File: config.mk
export PLATFORM = sky130hd
export DESIGN_NAME = alert_latch_bank
export DESIGN_NICKNAME = d
export VERILOG_FILES = /design/src/rtl/alert_latch_bank.sv
export SDC_FILE = /design/constraint.sdc
export NUM_CORES = 1
export LEC_CHECK = 0
export BUFFER_PORTS_ARGS = -buffer_cell sky130_fd_sc_hd__clkbuf_2
export CORE_AREA = 2 2 39 41
export DETAILED_ROUTE_END_ITERATION = 8
export DIE_AREA = 0 0 41 43
export PLACE_DENSITY = 0.53
export SETUP_SLACK_MARGIN = 0.1
export SLEW_MARGIN = 0
export SYNTH_ARGS = -nofsm -noshare
export SYNTH_HDL_FRONTEND = slang
export SYNTH_SLANG_ARGS = --single-unit
export TNS_END_PERCENT = 100
File: constraint.sdc
create_clock -name clk -period 1.1 [get_ports clk]
set_clock_uncertainty 0.15 [all_clocks]
set_input_delay 0.22 -clock clk [delete_from_list [all_inputs] [get_ports clk]]
set_output_delay 0.22 -clock clk [all_outputs]
set_load 0.005 [all_outputs]
File: src/rtl/alert_latch_bank.sv
module alert_latch_bank #(
  parameter int NUM_CH = 4,
  parameter bit ALERT_ACTIVE_HIGH = 1'b1
) (
  input  logic                  clk,
  input  logic                  rst_n,
  input  logic [NUM_CH-1:0]     lo_evt,
  input  logic [NUM_CH-1:0]     hi_evt,
  input  logic                  stat_wr,
  input  logic [2*NUM_CH-1:0]   stat_wdata,
  input  logic                  cfg_wr,
  input  logic [1:0]            cfg_clr,
  output logic [2*NUM_CH-1:0]   status,
  output logic                  alert
);
  localparam int W = 2 * NUM_CH;

  logic [W-1:0] evt;
  logic         wipe;

  for (genvar n = 0; n < NUM_CH; n++) begin : g_pair
    assign evt[2*n]   = lo_evt[n];
    assign evt[2*n+1] = hi_evt[n];
  end

  assign wipe = (stat_wr && (&stat_wdata)) || (cfg_wr && (&cfg_clr));

  always_ff @(posedge clk or negedge rst_n)
    if (!rst_n) status <= '0;
    else        status <= (wipe ? '0 : status) | evt;

  assign alert = (|status) ? ALERT_ACTIVE_HIGH : ~ALERT_ACTIVE_HIGH;
endmodule

==> results.sh <==
export IMPL_die_w_um=41
export IMPL_cp_top_family="flip-flops"
export IMPL_setup_viol=10
export IMPL_cts_buffer_depth=2
export IMPL_place_area_um2=533
export IMPL_rsz0062_at_grt="yes"
export IMPL_die_h_um=43
export IMPL_vias_per_cell=4.37
export IMPL_antenna_found_initial=0
export IMPL_place_ws_ns=-0.150
export IMPL_grt_pass1_wl_um=1520
export IMPL_yosysWarnings=0
export IMPL_fin_area_um2=687
export IMPL_required_ns=0.73
export IMPL_slowest_stage="dfrtp_1"
export IMPL_place_congestion=0.623
export IMPL_clk_latency_ns=0.25
export IMPL_fin_crit_ns=1.51
export IMPL_top_register="status"
export IMPL_cts_sinks=8
export IMPL_worst_path_max_fanout=3
export IMPL_remaining_drc_errors=0
export IMPL_overflow=0
export IMPL_vdd_ir_drop_max_v=0.000496
export IMPL_crit_path_max_incr_delay_ns=0.40
export IMPL_vias=376
export IMPL_track_usage=0.131
export IMPL_drive_above_1_share=0.643
export IMPL_n_antenna_cell=0
export IMPL_maxSlewHeadroom=0.779
export IMPL_finalWirelength_um=1020
export IMPL_cts_htree_levels=1
export IMPL_grt_pass1_vias=393
export IMPL_num_rows=14
export IMPL_largest_reg_flops=8
export IMPL_worstSetupPathType="flop to output port"
export IMPL_top_regs="status (8)"
export IMPL_fin_ws_ns=-0.409
export IMPL_pin_count=31
export IMPL_dr_pass1_iters=4
export IMPL_syn_area_um2=305
export IMPL_violations="negative hold slack, negative setup slack"
export IMPL_synth_nets=46
export IMPL_status="finished, violations left"
export IMPL_p_per_area_mw_per_mm2=1000
export IMPL_fmax_mhz=663
export IMPL_dieArea_mm2=0.00176
export IMPL_drv_slew=0
export IMPL_clk_pin_slew_ns=0.05
export IMPL_start_util=0.221
export IMPL_critical_path_buf_inv_count=1
export IMPL_portBuffers=30
export IMPL_syn_area_per_cell_um2=12.7
export IMPL_tritoncts_num_buffers=3
export IMPL_nets=94
export IMPL_core_mm2=0.00138
export IMPL_place_hpwl_um=709
export IMPL_end_kind="output port"
export IMPL_ant_nets=0
export IMPL_maxCapViolations=0
export IMPL_wire_per_inst_um=11.8
export IMPL_power_leakage_nw=0.332
export IMPL_hp_class="primary input to flop"
export IMPL_whs_ns=-0.00222
export IMPL_cts_root_buf="clkbuf_4"
export IMPL_grt_max_degree=9
export IMPL_arrival_ns=1.14
export IMPL_yosysUniqueCellTypes=7
export IMPL_tightest_slew_ns=0.332
export IMPL_cts_tree="yes"
export IMPL_yosysSeqAreaShare=0.656
export IMPL_hold_viol=1
export IMPL_utilization=0.496
export IMPL_crit_chain="nor4_2 > nand2_1 > clkbuf_2"
export IMPL_fin_crit_sh=1.37
export IMPL_tns_ns=-1.72
export IMPL_syn_inst=24
export IMPL_area_delta_synth_final_pct=125
export IMPL_critPathLaunchType="flop"
export IMPL_dr_first_iter_drc_count=3
export IMPL_ys_ff_latch=8
[cells in the mapped netlist]
library cell | count | share of area
nand3_1 | 2 | 0.033
nor4_1 | 2 | 0.041
dfrtp_1 | 8 | 0.66
nand2_1 | 2 | 0.025
o31a_1 | 1 | 0.029
nand4_1 | 1 | 0.021
a21o_1 | 8 | 0.20
[through the flow]
stage | std cells | total power [mW]
after floorplan | 24 | 0.346
after global placement | 77 | 0.428
after detailed placement | 77 | 0.428
after CTS | 84 | 0.679
after global routing | 86 | 0.741
final | 86 | 0.690
[where the power goes]
part / internal, mW / switching [mW]
Clock: 0.125 / 0.0953
Combinational: 0.0997 / 0.0456
Sequential: 0.310 / 0.0144
Total: 0.535 / 0.155
[cell type report]
class / instances / area [um2]
sequential: 8 / 200
timing repair buffer: 43 / 322
tap: 16 / 20.0
clock buffer: 3 / 22.5
fill: 130 / 697
multi-input combinational: 16 / 123
[cell families (layout without fill, tap and decap cells)]
kind of cell / Yosys count / in the layout / share of synthesized area
buf+inv: 0 / 46 / 0
flops: 8 / 8 / 0.656
simple gates: 7 / 7 / 0.119
compound gates: 9 / 9 / 0.225
[worst paths after layout]
kind                                 from   endpoint  slack [ns]  cells past startpoint
min in group asynchronous           rst_n  status[4]        0.19                      2
worst max register to register  status[2]  status[2]       -0.05                      4
max in group asynchronous           rst_n  status[2]        0.43                      2
worst min register to register  status[1]  status[1]        0.40                      1
worst min-delay path            hi_evt[1]  status[3]      -0.002                      2
worst max-delay path            status[1]      alert       -0.41                      3
[routing by layer]
layer | GRT usage | share of wire | up-vias
met5 | 0 | 0 | -
met2 | 0.206 | 0.54 | 18
met4 | 0.100 | 0 | 0
met3 | 0.0314 | 0.078 | 0
li1 | - | - | 184
met1 | 0.140 | 0.38 | 174
[placed cells by master (no fill, tap or decap)]
master          count
dfrtp_1             8
nor4_2              2
clkbuf_4            3
a21o_1              8
dlygate4sd3_1       3
o31a_1              1
nand2_1             2
nand4_1             1
dlymetal6s4s_1      1
nand3_2             1
buf_4               1
buf_6              13
clkbuf_2           25
nand3_1             1
[timing repair]
item	CTS	global route
hold endpoints to repair	11	3
endpoints found under the setup margin	9	12
pin swaps	0	2
buffers inserted	3	2
resized for setup	10	8
hold buffers	2	2
Note: power is estimated with default switching activity, not from simulation.
